## src/rtl/dmap_pkg.sv

```systemverilog
package dmap_pkg;

    typedef enum logic {
        ST_IDLE = 1'b0,
        ST_MEM  = 1'b1
    } dmap_st_e;

    localparam logic [3:0] BE_LOW  = 4'b0011;
    localparam logic [3:0] BE_HIGH = 4'b1100;
    localparam logic [3:0] BE_ALL  = 4'b1111;

endpackage

```

## src/rtl/dmap_xlate.sv

```systemverilog
module dmap_xlate #(
    parameter int CTL_AW = 16,
    parameter int ADDR_W = 32,
    parameter int WIN_AW = 17
) (
    input  logic [CTL_AW-1:0] word,
    input  logic              burst,
    input  logic [ADDR_W+2:0] base,
    output logic [ADDR_W-3:0] lw,
    output logic              hi,
    output logic              oow
);
    localparam int OFF_W = CTL_AW + 2;

    logic [CTL_AW:0]   boff;
    logic [OFF_W-1:0]  off;
    logic [ADDR_W-1:0] sum;

    always_comb begin
        boff = {word, 1'b0};
        // buffer layout: every 16-byte block is spread over 32 bytes
        off  = burst ? {boff[CTL_AW:4], 1'b0, boff[3:0]} : {word, 2'b00};
        sum  = ADDR_W'(base >> 3) + ADDR_W'(off);
        lw   = (ADDR_W-2)'(sum >> 2);
        hi   = burst & word[0];
    end

    generate
        if (WIN_AW >= OFF_W) begin : g_no_limit
            assign oow = 1'b0;
        end else begin : g_limit
            assign oow = |off[OFF_W-1:WIN_AW];
        end
    endgenerate

endmodule

```

## src/rtl/dmap_slot.sv

```systemverilog
module dmap_slot #(
    parameter int TAG_W  = 30,
    parameter int DATA_W = 16
) (
    input  logic              clk,
    input  logic              rst_n,
    input  logic              load,
    input  logic              clear,
    input  logic [TAG_W-1:0]  tag_in,
    input  logic [DATA_W-1:0] data_in,
    output logic              valid,
    output logic [TAG_W-1:0]  tag,
    output logic [DATA_W-1:0] data
);
    typedef struct packed {
        logic              vld;
        logic [TAG_W-1:0]  tag;
        logic [DATA_W-1:0] data;
    } slot_t;

    slot_t d, q;

    always_comb begin
        d = q;
        if (clear) begin
            d.vld = 1'b0;
        end else if (load) begin
            d.vld  = 1'b1;
            d.tag  = tag_in;
            d.data = data_in;
        end
    end

    always_ff @(posedge clk or negedge rst_n) begin
        if (!rst_n) q <= '0;
        else        q <= d;
    end

    assign valid = q.vld;
    assign tag   = q.tag;
    assign data  = q.data;

endmodule

```

## src/rtl/gapped_dma_packer.sv

```systemverilog
module gapped_dma_packer
    import dmap_pkg::*;
#(
    parameter int CTL_AW = 16,
    parameter int ADDR_W = 32,
    parameter int WIN_AW = 17
) (
    input  logic              clk,
    input  logic              rst_n,
    input  logic              dma_en,
    input  logic              cfg_base_wr,
    input  logic [ADDR_W+2:0] cfg_base_val,
    input  logic              ctl_req,
    input  logic              ctl_we,
    input  logic              ctl_burst,
    input  logic              ctl_last,
    input  logic [CTL_AW-1:0] ctl_addr,
    input  logic [15:0]       ctl_wdata,
    output logic              ctl_ack,
    output logic [15:0]       ctl_rdata,
    output logic              merr_irq,
    output logic              mem_req,
    output logic              mem_we,
    output logic [ADDR_W-1:0] mem_addr,
    output logic [3:0]        mem_be,
    output logic [31:0]       mem_wdata,
    input  logic              mem_ack,
    input  logic [31:0]       mem_rdata
);
    localparam int BASE_W = ADDR_W + 3;
    localparam int LW_W   = ADDR_W - 2;

    typedef struct packed {
        dmap_st_e          st;
        logic              ack;
        logic [15:0]       rdata;
        logic              merr;
        logic              mreq;
        logic              mwe;
        logic [ADDR_W-1:0] maddr;
        logic [3:0]        mbe;
        logic [31:0]       mwd;
        logic [BASE_W-1:0] base;
        logic              p_flush;
        logic              p_rd;
        logic              p_fill;
        logic              p_hi;
    } regs_t;

    regs_t d, q;

    logic [LW_W-1:0] xl_lw;
    logic            xl_hi;
    logic            xl_oow;

    logic            hold_ld, hold_clr, h_vld;
    logic [LW_W-1:0] h_tag;
    logic [15:0]     h_data;

    logic            c_fill, c_inval, c_vld;
    logic [LW_W-1:0] c_tag;
    logic [31:0]     c_data;

    dmap_xlate #(.CTL_AW(CTL_AW), .ADDR_W(ADDR_W), .WIN_AW(WIN_AW)) u_xlate (
        .word  (ctl_addr),
        .burst (ctl_burst),
        .base  (q.base),
        .lw    (xl_lw),
        .hi    (xl_hi),
        .oow   (xl_oow)
    );

    // even buffer word waiting for its odd partner
    dmap_slot #(.TAG_W(LW_W), .DATA_W(16)) u_hold (
        .clk     (clk),
        .rst_n   (rst_n),
        .load    (hold_ld),
        .clear   (hold_clr),
        .tag_in  (xl_lw),
        .data_in (ctl_wdata),
        .valid   (h_vld),
        .tag     (h_tag),
        .data    (h_data)
    );

    // last longword fetched by a buffer read
    dmap_slot #(.TAG_W(LW_W), .DATA_W(32)) u_rbuf (
        .clk     (clk),
        .rst_n   (rst_n),
        .load    (c_fill),
        .clear   (c_inval),
        .tag_in  (q.maddr[ADDR_W-1:2]),
        .data_in (mem_rdata),
        .valid   (c_vld),
        .tag     (c_tag),
        .data    (c_data)
    );

    always_comb begin
        d        = q;
        d.ack    = 1'b0;
        d.merr   = 1'b0;
        hold_ld  = 1'b0;
        hold_clr = 1'b0;
        c_fill   = 1'b0;
        c_inval  = 1'b0;

        if (cfg_base_wr) begin
            d.base  = cfg_base_val;
            c_inval = 1'b1;
        end

        unique case (q.st)
            ST_IDLE: begin
                if (ctl_req && dma_en && !q.ack) begin
                    if (xl_oow) begin
                        d.ack   = 1'b1;
                        d.merr  = 1'b1;
                        d.rdata = '0;
                    end else if (h_vld && !(ctl_we && ctl_burst && xl_hi && (h_tag == xl_tag_f()))) begin
                        d.mreq    = 1'b1;
                        d.mwe     = 1'b1;
                        d.maddr   = {h_tag, 2'b00};
                        d.mbe     = BE_LOW;
                        d.mwd     = {16'h0000, h_data};
                        d.p_flush = 1'b1;
                        d.p_rd    = 1'b0;
                        d.p_fill  = 1'b0;
                        hold_clr  = 1'b1;
                        d.st      = ST_MEM;
                    end else if (ctl_we) begin
                        c_inval = 1'b1;
                        if (ctl_burst && !xl_hi && !ctl_last) begin
                            hold_ld = 1'b1;
                            d.ack   = 1'b1;
                        end else begin
                            d.mreq    = 1'b1;
                            d.mwe     = 1'b1;
                            d.maddr   = {xl_lw, 2'b00};
                            d.p_flush = 1'b0;
                            d.p_rd    = 1'b0;
                            d.p_fill  = 1'b0;
                            if (xl_hi) begin
                                d.mbe    = h_vld ? BE_ALL : BE_HIGH;
                                d.mwd    = {ctl_wdata, (h_vld ? h_data : 16'h0000)};
                                hold_clr = 1'b1;
                            end else begin
                                d.mbe = BE_LOW;
                                d.mwd = {16'h0000, ctl_wdata};
                            end
                            d.st = ST_MEM;
                        end
                    end else if (ctl_burst && c_vld && (c_tag == xl_lw)) begin
                        d.ack   = 1'b1;
                        d.rdata = xl_hi ? c_data[31:16] : c_data[15:0];
                    end else begin
                        d.mreq    = 1'b1;
                        d.mwe     = 1'b0;
                        d.maddr   = {xl_lw, 2'b00};
                        d.mbe     = ctl_burst ? BE_ALL : BE_LOW;
                        d.mwd     = '0;
                        d.p_flush = 1'b0;
                        d.p_rd    = 1'b1;
                        d.p_fill  = ctl_burst;
                        d.p_hi    = xl_hi;
                        d.st      = ST_MEM;
                    end
                end
            end
            ST_MEM: begin
                if (mem_ack) begin
                    d.mreq = 1'b0;
                    d.st   = ST_IDLE;
                    if (!q.p_flush) d.ack = 1'b1;
                    if (q.p_rd) begin
                        d.rdata = q.p_hi ? mem_rdata[31:16] : mem_rdata[15:0];
                        c_fill  = q.p_fill && !cfg_base_wr;
                    end
                end
            end
            default: d.st = ST_IDLE;
        endcase
    end

    function automatic logic [LW_W-1:0] xl_tag_f();
        return xl_lw;
    endfunction

    always_ff @(posedge clk or negedge rst_n) begin
        if (!rst_n) q <= '0;
        else        q <= d;
    end

    assign ctl_ack   = q.ack;
    assign ctl_rdata = q.rdata;
    assign merr_irq  = q.merr;
    assign mem_req   = q.mreq;
    assign mem_we    = q.mwe;
    assign mem_addr  = q.maddr;
    assign mem_be    = q.mbe;
    assign mem_wdata = q.mwd;

endmodule

```

## config.mk

```make
export PLATFORM = sky130hd
export DESIGN_NAME = gapped_dma_packer
export DESIGN_NICKNAME = d
export VERILOG_FILES = /design/src/rtl/dmap_pkg.sv /design/src/rtl/dmap_xlate.sv /design/src/rtl/dmap_slot.sv /design/src/rtl/gapped_dma_packer.sv
export SDC_FILE = /design/constraint.sdc
export NUM_CORES = 1
export LEC_CHECK = 0
export BUFFER_PORTS_ARGS = -buffer_cell sky130_fd_sc_hd__buf_2
export CAP_MARGIN = 5
export CORE_ASPECT_RATIO = 0.8
export CORE_MARGIN = 2
export CORE_UTILIZATION = 63
export CTS_CLUSTER_SIZE = 8
export DETAILED_ROUTE_END_ITERATION = 7
export PLACE_DENSITY = 0.87
export SYNTH_ARGS = -nofsm -noshare
export SYNTH_HDL_FRONTEND = slang
export SYNTH_HIERARCHICAL = 1
export SYNTH_SLANG_ARGS = --single-unit
```

## constraint.sdc

```tcl
create_clock -name clk -period 11.8 [get_ports clk]
set_input_delay 1.18 -clock clk [delete_from_list [all_inputs] [get_ports clk]]
set_output_delay 1.18 -clock clk [all_outputs]
set_load 0.01 [all_outputs]
```

# Word-level counts from Yosys, hierarchy flattened
# Cells that the tools add are included.
[classes] muxes=60 order_cmp=0 n_div=0 eq_ne=13 n_shift=0 multipliers=0 reduce_logical=24 n_bitwise=8 add_sub_neg=1
[op_table] cell="$mux W70" n=5
[op_table] cell="$mux W89" n=1
[op_table] cell="$mux W16" n=5
[op_table] cell="$mux W63" n=1
[op_table] cell="$eq A30 B30 Y1" n=2
[op_table] cell="$mux W17" n=3
[op_table] cell="$mux W47" n=1
[op_table] cell="$mux W36" n=1
[op_table] cell="$pmux W18 S2" n=1
[op_table] cell="$add A32 B18 Y32" n=1
[op_table] cell="$mux W1" n=32
[op_table] cell="$mux W18" n=1
[op_table] cell="$reduce_and A6 Y1" n=2
[op_table] cell="$logic_and A1 B1 Y1" n=11
[op_table] cell="$reduce_and A5 Y1" n=2
[op_table] cell="$mux W3" n=3
[op_table] cell="$ne A3 B2 Y1 const B" n=3
[op_table] cell="$mux W4" n=2
[op_table] cell="$ne A2 B2 Y1 const B" n=4
[op_table] cell="$ne A4 B4 Y1 const B" n=2
[op_table] cell="$not A1 Y1" n=7
[op_table] cell="$ne A3 B3 Y1 const B" n=2
[op_table] cell="$logic_not A1 Y1" n=5
[op_table] cell="$mux W5" n=1
[op_table] cell="other kinds (5)" n=8
[word_totals] latch_bits=0 ff_bits=238 out_inout_bits=88 n_memories=0 mem_bits_rw=0 mem_bits_ro=0 inputBits=108

# Logic depth before layout (Yosys ltp)
# Gate-level depths: netlist of the first run.
[depth] word_depth=12 ltp_mapped=19

# Modules after synthesis
# The synthesis of the first run kept the hierarchy.
[by_module_without_submodules] mod="gapped_dma_packer" instances=1 cells_per_inst=626 area_each_um2=7367.1
[by_module_without_submodules] mod="dmap_slot (u_rbuf)" instances=1 cells_per_inst=135 area_each_um2=2661.3
[by_module_without_submodules] mod="dmap_slot (u_hold)" instances=1 cells_per_inst=101 area_each_um2=1965.6
[by_module_without_submodules] mod="dmap_xlate" instances=1 cells_per_inst=173 area_each_um2=1246.2

# Worst setup path after synthesis of the first run
# Ideal clock, no wire load.
[synth_path] path_type="input port to flip-flop" from="in ctl_burst" to="reg u_hold.q (netlist bit u_hold/data[0])" arrival_time_ps=5471 path_stages=19 slack_ps=6203 setup_time_ps=125 cell_sequence="mux2_2 -> fa_1 -> a21o_1 -> a221o_1 -> nand3_1 -> o21bai_1 -> a21oi_1 -> xnor2_1 -> xnor2_1 -> nand4_1 -> or4_4 -> o41a_1 -> clkbuf_1 -> buf_2 -> nor3_1 -> nor2b_4 -> buf_12 -> buf_12 -> mux2_4"
[synth_via] word_cells_on_any_way=27
[synth_rtl] item="start: declaration" line_no="gapped_dma_packer.sv:15" rtl="input logic ctl_burst,"
[synth_rtl] item="$mux W5" line_no="dmap_xlate.sv:22" rtl="off = burst ? {boff[CTL_AW:4], 1'b0, boff[3:0]} : {word, 2'b00};"
[synth_rtl] item="$add A32 B18 Y32" line_no="dmap_xlate.sv:23" rtl="sum = ADDR_W'(base >> 3) + ADDR_W'(off);"
[synth_rtl] item="via xl_lw[13]" line_no="gapped_dma_packer.sv:52" rtl="logic [LW_W-1:0] xl_lw;"
[synth_rtl] item="$eq A30 B30 Y1" line_no="gapped_dma_packer.sv:120" rtl="end else if (h_vld && !(ctl_we && ctl_burst && xl_hi && (h_tag == xl_tag_f()))) begin"
[synth_rtl] item="$logic_and A1 B1 Y1" line_no="gapped_dma_packer.sv:120"
[synth_rtl] item="$logic_not A1 Y1" line_no="gapped_dma_packer.sv:120"
[synth_rtl] item="$logic_and A1 B1 Y1" line_no="gapped_dma_packer.sv:120"
[synth_rtl] item="$mux W1" line_no="gapped_dma_packer.sv:120"
[synth_rtl] item="$mux W1" line_no="gapped_dma_packer.sv:116" rtl="if (xl_oow) begin"
[synth_rtl] item="$mux W1" line_no="gapped_dma_packer.sv:115" rtl="if (ctl_req && dma_en && !q.ack) begin"
[synth_rtl] item="$mux W1" line_no="gapped_dma_packer.sv:113" rtl="unique case (q.st)"
[synth_rtl] item="via hold_ld" line_no="gapped_dma_packer.sv:56" rtl="logic hold_ld, hold_clr, h_vld;"
[synth_rtl] item="$reduce_and A2 Y1 (no source line)"
[synth_rtl] item="end signal: assignment" line_no="dmap_slot.sv:35" rtl="if (!rst_n) q <= '0;"
[synth_rtl] item="end signal: assignment" line_no="dmap_slot.sv:36" rtl="else q <= d;"
[synth_rtl] item="end: declaration" line_no="dmap_slot.sv:21" rtl="slot_t d, q;"
# The timed path passes the listed nets, and every way through them passes these cells.
# A chain may end at the register's enable or synchronous reset.

# Worst setup path after layout of the first run
[layout_path] from="in ctl_burst" to="reg u_hold.q (netlist bit u_hold/tag[26])"
# The elaborated chain is that of the path after synthesis.

==> results.py, run 1 <==
metrics = {
    "critical_path": {
        "path_delay_family": "simple AND/OR/NAND/NOR gates",
        "cp.arrival_ns": 7.65,
        "path_buf_inv": 2,
        "regToRegSetupSlack_ns": 5.32,
        "crit_chain": "buf_2 > mux2_2 > ha_1 > a21o_2 > a31oi_4 > o2111ai_1 > a21oi_2 > nor2_1 > xor2_1 > xor2_1 > nor4_1 > nand2_1 > o41a_1 > nor3_1 > nor2b_4 > buf_4 > mux2_2",
        "r2r_end": "u_hold/tag[26]",
        "crit-reg2reg-launch": "q[8]",
        "crit_path_top_delay_cell": "o41a_1",
        "critical_path_depth": 17,
        "endpoint_kind": "flop",
        "crit_start": "ctl_burst",
        "reg2regPathDepth": 16,
        "critical_path.max_fanout": 30,
        "endpoint": "u_hold/tag[26]",
        "required_ns": 12.16,
        "critPathLaunchType": "input port",
        "max_stage_delay_ns": 0.75,
        "critPathKind": "in2reg",
    },
    "power": {
        "p_leak_nw": 6.87,
        "seqPwrFrac_pct": 40.3,
        "combPwrFrac_pct": 28.2,
        "irDropWorstVdd_mv": 0.124,
        "power_density_nw_per_um2": 189,
        "swShare_pct": 31.4,
        "clockPowerShare_pct": 31.5,
        "p_int_w": 0.00185,
        "power_switching_w": 0.000847,
    },
    "sta": {
        "period_needed_ns": 7.28,
        "max-slew-margin-rel_pct": 16.4,
        "post-route-period-util_pct": 61.7,
        "drv_slew": 0,
        "setup_viol": 0,
        "fmaxAchievable_mhz": 137,
        "worstMarginPinSlew_ns": 1.25,
        "fin_tns_setup_ns": 0,
        "hold_viol": 0,
        "rsz0062_at_grt": "false",
        "finalWorstSetupSlack_ns": 4.52,
        "clock_skew_ns": 0.0186,
    },
    "finish": {
        "fill_cells": 1449,
        "layout-drive-gt1-share_pct": 46.6,
        "fin_nets": 1246,
        "area_growth_pct": 9.14,
        "utilization_pct": 69.6,
    },
    "global_route": {
        "grt_remaining_overflow": 0,
        "antenna_found_initial": 2,
        "grt_pass1_vias": 8960,
        "grt_pass1_wl_um": 48000,
        "grtUsageTotal_pct": 27.7,
        "grt_max_degree": 106,
    },
    "route": {
        "drtIter0Drc": 622,
        "wire_per_inst_um": 21.5,
        "via_per_inst": 6.06,
        "vias": 8437,
        "drcViolationCount": 0,
        "firstDrtPassIters": 5,
        "antenna_left": 0,
        "drt-total-wl_um": 29900,
    },
    "placed_design": {
        "dpl_worst_slack_ns": 4.25,
        "portBuffers": 189,
        "dp_hpwl_um": 20000,
        "gp_congestion": 0.905,
    },
    "die": {
        "fp.coreArea_um2": 20500,
        "fp.dieW_um": 165,
        "die_h_um": 133,
        "io-pin-count": 196,
        "initial_core_util_pct": 63.8,
        "die-area_um2": 22000,
        "rows": 47,
    },
    "clocking": {
        "h-tree-depth": 2,
        "insertion_delay_ns": 0.50,
        "cts_sinks": 230,
        "clk_path_buf_depth": 3,
        "cts_buffers": 34,
        "cts_resized": 0,
        "clk_transition_reported_paths_ns": 0.05,
        "post-cts-setup-buffers": 0,
        "cts_tree": "done",
        "root_buffer": "clkbuf_16",
        "cts_hold_buf": 0,
    },
    "synthesis": {
        "syn_area_per_cell_um2": 12.8,
        "netlist_instances": 1027,
        "synth_area_um2": 13100,
        "yosys_warnings": 6,
    },
    "run": {
        "drv_cap": 0,
    },
    "run_status": {
        "status": "complete, no violations",
    },
    "min_path": {
        "hold_path.class": "reg2reg",
        "hold_depth": 2,
    },
}
power groups by stage:
stage               sequential (W)  clock [W]  combinational, W
floorplan                  0.00105          0          0.000638
global placement           0.00108          0          0.000733
detailed placement         0.00110          0          0.000751
CTS                        0.00109   0.000865          0.000761
global route               0.00111   0.000897          0.000819
finish                     0.00109   0.000849          0.000762
metal layers:
| metal | up-vias | global-route usage (%) | part of all wire (%) |
|---|---|---|---|
| met5 | - | 0 | 0 |
| met4 | 0 | 9.28 | 2.5 |
| met3 | 51 | 7.18 | 6.8 |
| met2 | 278 | 43.4 | 47 |
| met1 | 4314 | 37.8 | 44 |
| li1 | 3794 | - | - |
final cells by class:
cell class              instances  area, um^2  share of cell area, %
well taps                     269         337                   2.35
flip-flops and latches        230        5760                   40.3
inverters                       8        30.0                  0.210
repair buffers                196        1010                   7.06
clock buffers                  36         890                   6.22
multi-input cells             651        6260                   43.8
diodes                          2        5.00                 0.0350
clock inverters                 1        8.76                 0.0613
state kept, by name (all words and copies together), names as in the netlist:
name,flops
u_hold/tag,30
mem_be,2
mem_we,1
u_hold/valid,1
ctl_ack,1
merr_irq,1
mem_wdata,32
u_hold/data,16
q,36
mem_req,1
u_rbuf/data,32
u_rbuf/tag,30
mem_addr,30
ctl_rdata,16
u_rbuf/valid,1
worst min-delay path: cells and delay by family, from the launching register on:
kind             cells  cell delay (ns)
and+or+nand+nor      2             0.11
DFF                  1             0.34
per-stage QoR:
step / hold slack (ns) / instance area, um^2 / total power [W] / instances
after floorplan: 0.460 / 13100 / 0.00169 / 1028
after global placement: 0.472 / 13400 / 0.00181 / 1354
after detailed placement: 0.479 / 13400 / 0.00185 / 1354
after CTS: 0.493 / 14300 / 0.00271 / 1391
after global routing: 0.514 / 14300 / 0.00283 / 1392
final: 0.496 / 14300 / 0.00270 / 1393
how the worst min path moves through the flow:
stage | from | end | slack, ns
after detailed placement | mem_req | mem_req | 0.48
final | u_rbuf/valid | u_rbuf/valid | 0.50
after global routing | u_rbuf/data[7] | u_rbuf/data[7] | 0.51
after floorplan | u_rbuf/valid | u_rbuf/valid | 0.46
after global placement | mem_req | mem_req | 0.47
after CTS | u_rbuf/valid | u_rbuf/valid | 0.49
placed cells by master, fill, tap and decap left out, types with 19 or more instances in the layout:
cell       count
nor2_1        25
clkbuf_16     35
xor2_1        65
xnor2_1       24
nand2_1       44
mux2_4       100
mux2_2       163
nor4_1        20
dfrtp_1      230
buf_2        188
and3_1        19
(Power assumes the default switching activity.)
==> run 2, diff against run 1 <==
Settings changed: CORE_UTILIZATION 63 to 58, PLACE_DENSITY 0.87 to 0.81.
Clock period 11.8 ns to 7.1 ns, I/O delays scaled along.
==> results.py, run 2 (synthesized netlist as in run 1, its figures left out) <==
metrics = {
    "finish": {
        "fin_cells": 1435,
        "largest_reg_flops": 36,
        "layout-drive-gt1-share_pct": 46.7,
        "final_area_um2": 14400,
        "regMostFlops": "q",
        "final_common_cell": "dfrtp_1",
        "area_growth_pct": 9.77,
        "mostFrequentLayoutCells": "dfrtp_1, buf_2, mux2_2",
        "fin_nets": 1250,
    },
    "sta": {
        "rsz0062_at_grt": "false",
        "period_needed_ns": 5.76,
        "fmaxAchievable_mhz": 173,
        "worstMarginPinSlew_ns": 1.13,
        "max-slew-margin-rel_pct": 24.7,
        "drv_slew": 0,
        "clock_skew_ns": 0.0258,
        "hold_slack_ns": 0.227,
        "post-route-period-util_pct": 81.2,
        "hold_viol": 0,
        "fin_tns_setup_ns": 0,
        "setup_viol": 0,
    },
    "die": {
        "io-pin-count": 196,
        "fp.dieW_um": 172,
        "initial_core_util_pct": 58.7,
        "die_h_um": 138,
        "rows": 49,
        "fp.coreArea_um2": 22300,
        "die-area_um2": 23800,
    },
    "critical_path": {
        "required_ns": 7.46,
        "crit_start": "ctl_burst",
        "critical_path.max_fanout": 46,
        "critPathLaunchType": "input port",
        "path_delay_family": "compound AO/OA/AOI/OAI gates",
        "path_buf_inv": 3,
        "cp.arrival_ns": 6.12,
        "crit_path_top_delay_cell": "nor4_1",
        "crit_chain": "buf_2 > mux2_2 > ha_1 > a21o_2 > a31oi_4 > o2111ai_1 > a21oi_2 > nor2_1 > xor2_1 > xor2_1 > nor4_1 > nand2_1 > o41a_1 > buf_4 > nor3_1 > nor2b_4 > buf_12 > mux2_2",
        "max_stage_delay_ns": 0.56,
        "crit-reg2reg-launch": "q[8]",
        "critPathKind": "in2reg",
        "endpoint_kind": "flop",
    },
    "clocking": {
        "cts_buffers": 34,
        "cts_resized": 0,
        "post-cts-setup-buffers": 0,
        "cts_tree": "done",
        "clk_path_buf_depth": 3,
        "cts_sinks": 230,
        "root_buffer": "clkbuf_16",
        "insertion_delay_ns": 0.50,
        "h-tree-depth": 2,
        "cts_hold_buf": 0,
        "clk_transition_reported_paths_ns": 0.05,
    },
    "power": {
        "p_leak_nw": 6.89,
        "power_density_nw_per_um2": 312,
        "irDropWorstVdd_mv": 0.208,
    },
    "placed_design": {
        "portBuffers": 189,
        "gp_congestion": 0.887,
        "dp.cells": 1395,
        "place_area_um2": 13500,
        "dp_hpwl_um": 20300,
    },
    "route": {
        "vias": 8406,
        "drt-total-wl_um": 29900,
        "drtIter0Drc": 765,
        "wire_per_inst_um": 20.9,
        "firstDrtPassIters": 5,
        "antenna_left": 0,
        "drcViolationCount": 0,
        "via_per_inst": 5.86,
    },
    "global_route": {
        "grt_pass1_wl_um": 47500,
        "grt_pass1_vias": 8556,
        "grt_max_degree": 93,
        "antenna_found_initial": 3,
        "grt_remaining_overflow": 0,
        "grtUsageTotal_pct": 25.4,
    },
    "min_path": {
        "hold_path.class": "in2async",
    },
    "run_status": {
        "status": "complete, no violations",
    },
    "run": {
        "drv_cap": 0,
    },
}
[run 2: changes by cell type in the layout (fill, tap and decap cells not counted)]
cell      before  now
buf_4          7   10
clkbuf_1       0    2
buf_12         0    1
clkbuf_8       1    0
[run 2: area by class of cell]
cell class	count	area, um^2
diodes	2	5.00
clock buffers	37	883
clock inverters	1	8.76
fillers	1686	7940
inverters	8	30.0
multi-input cells	651	6260
flip-flops and latches	230	5760
well taps	306	383
repair buffers	200	1050
[run 2: per-layer routing]
layer	vias up	global-route usage [%]	wire length [um]
met3	68	5.67	1850
li1	3802	-	-
met2	263	37.9	13500
met4	2	8.49	901
met5	-	0	9
met1	4271	37.0	13700
[run 2: power breakdown]
| group | total, W | internal [W] | switching (W) |
|---|---|---|---|
| Clock | 0.00141 | 0.000866 | 0.000544 |
| Sequential | 0.00181 | 0.00158 | 0.000225 |
| Combinational | 0.00127 | 0.000627 | 0.000642 |
[run 2: worst register-to-register path, stage by stage, from the launching register on]
cell	delay, ns
dfrtp_1	0.37
and3_4	0.20
fa_1	0.41
a21o_1	0.22
a221o_1	0.44
o21ai_0	0.19
nand2b_1	0.11
a31oi_1	0.24
xnor2_1	0.35
xor2_1	0.14
nor4_1	0.48
nand2_1	0.24
o41a_1	0.42
buf_4	0.22
nor3_1	0.26
nor2b_4	0.24
buf_12	0.33
mux2_2	0.40
[run 2: final timing paths]
kind,endpoint,slack [ns],cells past startpoint
max in group asynchronous,mem_wdata[31],5.41,2
hold / removal,q[8],0.23,1
hold reg to reg,ctl_rdata[15],0.50,1
min in group clk,q[8],0.45,2
setup / recovery,u_hold/data[15],1.34,18
setup reg to reg,u_hold/data[15],1.69,17
[run 2: stage by stage]
step / setup WS, ns / total power (W) / utilization (%)
final: 1.34 / 0.00449 / 64.4
after global routing: 1.15 / 0.00470 / 64.4
after CTS: 1.49 / 0.00451 / 64.4
after detailed placement: 1.01 / 0.00308 / 60.4
after global placement: 1.08 / 0.00303 / 60.4
after floorplan: 1.97 / 0.00280 / -
==> run 3, diff against run 2 <==
Settings changed: ABC_AREA from default to 1, CORE_UTILIZATION 58 to 53, PLACE_DENSITY 0.81 to 0.77.
Clock period 7.1 ns to 5.2 ns, I/O delays scaled along.
==> results.py, run 3 <==
metrics = {
    "run_status": {
        "status": "complete, no violations",
    },
    "clocking": {
        "h-tree-depth": 2,
        "cts_hold_buf": 0,
        "clk_path_buf_depth": 3,
        "root_buffer": "clkbuf_16",
        "cts_sinks": 230,
        "post-cts-setup-buffers": 0,
        "clk_transition_reported_paths_ns": 0.05,
        "cts_buffers": 34,
        "cts_tree": "done",
        "cts_resized": 0,
        "insertion_delay_ns": 0.52,
    },
    "critical_path": {
        "critical_path.max_fanout": 46,
        "critPathKind": "in2reg",
        "required_ns": 5.63,
        "endpoint_kind": "flop",
        "cp.arrival_ns": 5.13,
        "critPathLaunchType": "input port",
    },
    "sta": {
        "fmaxAchievable_mhz": 213,
        "fin_tns_setup_ns": 0,
        "rsz0062_at_grt": "false",
        "period_needed_ns": 4.69,
        "drv_slew": 0,
        "clock_skew_ns": 0.0203,
        "finalWorstSetupSlack_ns": 0.506,
        "hold_viol": 0,
        "setup_viol": 0,
        "post-route-period-util_pct": 90.3,
        "max-slew-margin-rel_pct": 13.2,
        "worstMarginPinSlew_ns": 1.29,
        "hold_slack_ns": 0.0705,
    },
    "finish": {
        "layout-drive-gt1-share_pct": 14.1,
        "regMostFlops": "q",
        "fin_nets": 2268,
        "area_growth_pct": 8.76,
        "largest_reg_flops": 36,
        "fin_cells": 2511,
        "mostFrequentLayoutCells": "nand2_1, nand3_1, dfrtp_1",
        "multi_input_area_um2": 6780,
        "ff_latch_area_um2": 5760,
        "final_common_cell": "nand2_1",
        "fill_cells": 2578,
    },
    "placed_design": {
        "portBuffers": 189,
        "gp_congestion": 0.925,
        "dp_hpwl_um": 27300,
        "dp.cells": 2471,
        "dpl_worst_slack_ns": 0.179,
    },
    "global_route": {
        "grt_max_degree": 127,
        "antenna_found_initial": 0,
        "grtUsageTotal_pct": 27.8,
        "grt_pass1_vias": 12300,
        "grt_remaining_overflow": 0,
        "grt_pass1_wl_um": 63900,
    },
    "run": {
        "drv_cap": 0,
    },
    "synthesis": {
        "synth_area_um2": 14500,
        "netlist_instances": 2075,
        "syn_area_per_cell_um2": 6.97,
        "yosys_warnings": 6,
    },
    "die": {
        "initial_core_util_pct": 53.5,
        "io-pin-count": 196,
        "fp.coreArea_um2": 27000,
        "die_h_um": 152,
        "rows": 54,
        "die-area_um2": 28700,
        "fp.dieW_um": 189,
    },
    "route": {
        "wire_per_inst_um": 15.9,
        "via_per_inst": 5.32,
        "firstDrtPassIters": 6,
        "drt-total-wl_um": 40000,
        "drcViolationCount": 0,
        "drtIter0Drc": 1328,
        "antenna_left": 0,
        "vias": 13300,
    },
    "power": {
        "power_density_nw_per_um2": 370,
        "p_leak_nw": 8.93,
        "irDropWorstVdd_mv": 0.202,
    },
    "min_path": {
        "hold_path.class": "in2async",
    },
}
## run 3: changes by cell type in the layout (fill, tap and decap cells not counted), sizes merged, moves of 16 or more
cell / previous run / this run
nand3: 10 / 268
mux2: 268 / 32
nor4: 20 / 0
xor2: 65 / 15
nand2: 44 / 855
a21oi: 14 / 37
o21ai: 10 / 66
nor2: 25 / 147
a32o: 16 / 0
inv: 9 / 177
and3: 22 / 0
mux2i: 17 / 0
o41ai: 18 / 0
## run 3: path summary, 6_finish.rpt
check,startpoint,to,slack (ns),cells past startpoint
min in group clk,mem_ack,q[127],0.22,2
worst max-delay path,ctl_burst,u_hold/tag[28],0.51,25
worst min-delay path,rst_n,q[36],0.07,1
max in group asynchronous,rst_n,mem_wdata[31],3.92,2
worst max register to register,q[8],u_hold/tag[28],0.73,24
worst min register to register,u_rbuf/data[28],u_rbuf/data[28],0.47,2
## run 3: area by class of cell
| class | instances | area share, % |
|---|---|---|
| multi-input combinational | 1489 | 43.1 |
| sequential | 230 | 36.6 |
| timing repair buffer | 208 | 7.30 |
| clock buffer | 37 | 5.61 |
| inverter | 180 | 4.31 |
| tap | 364 | 2.89 |
| clock inverter | 2 | 0.207 |
| antenna | 1 | 0.0159 |
## run 3: stage by stage
stage / total power, W / instance area (um^2) / util [%]
after floorplan: 0.00349 / 14500 / -
after detailed placement: 0.00384 / 14800 / 54.8
after global routing: 0.00615 / 15700 / 58.2
final: 0.00582 / 15700 / 58.2
after CTS: 0.00584 / 15700 / 58.2
after global placement: 0.00380 / 14800 / 54.8
## run 3: worst max-delay path, stage by stage
cell and delay [ns]:
buf_2 0.27, mux2_2 0.41, fa_1 0.45, nand2_1 0.12
nand2_1 0.06, nand3_1 0.07, nand2_1 0.10, nand2_1 0.08
nand2_1 0.12, xor2_1 0.42, inv_1 0.12, nand2_1 0.12
nand2_1 0.06, inv_1 0.05, nand2_1 0.05, nor2_1 0.08
nand2_1 0.08, nor2_2 0.10, nand2_2 0.25, nand2_4 0.36
nand2_1 0.21, nor2_4 0.13, buf_4 0.52, nand3_1 0.18
nand2_1 0.12
## run 3: per-layer routing
layer	vias to the layer above	routed length, um	GRT usage, %
li1	6527	-	-
met1	6171	18000	40.3
met2	566	17300	41.9
met3	84	3460	5.07
met4	0	1240	10.1
met5	-	0	0
## run 3: where the power goes
part | internal, W | switching, W
clock | 0.00119 | 0.000796
sequential | 0.00206 | 0.000217
combinational | 0.000532 | 0.00103
total | 0.00378 | 0.00204
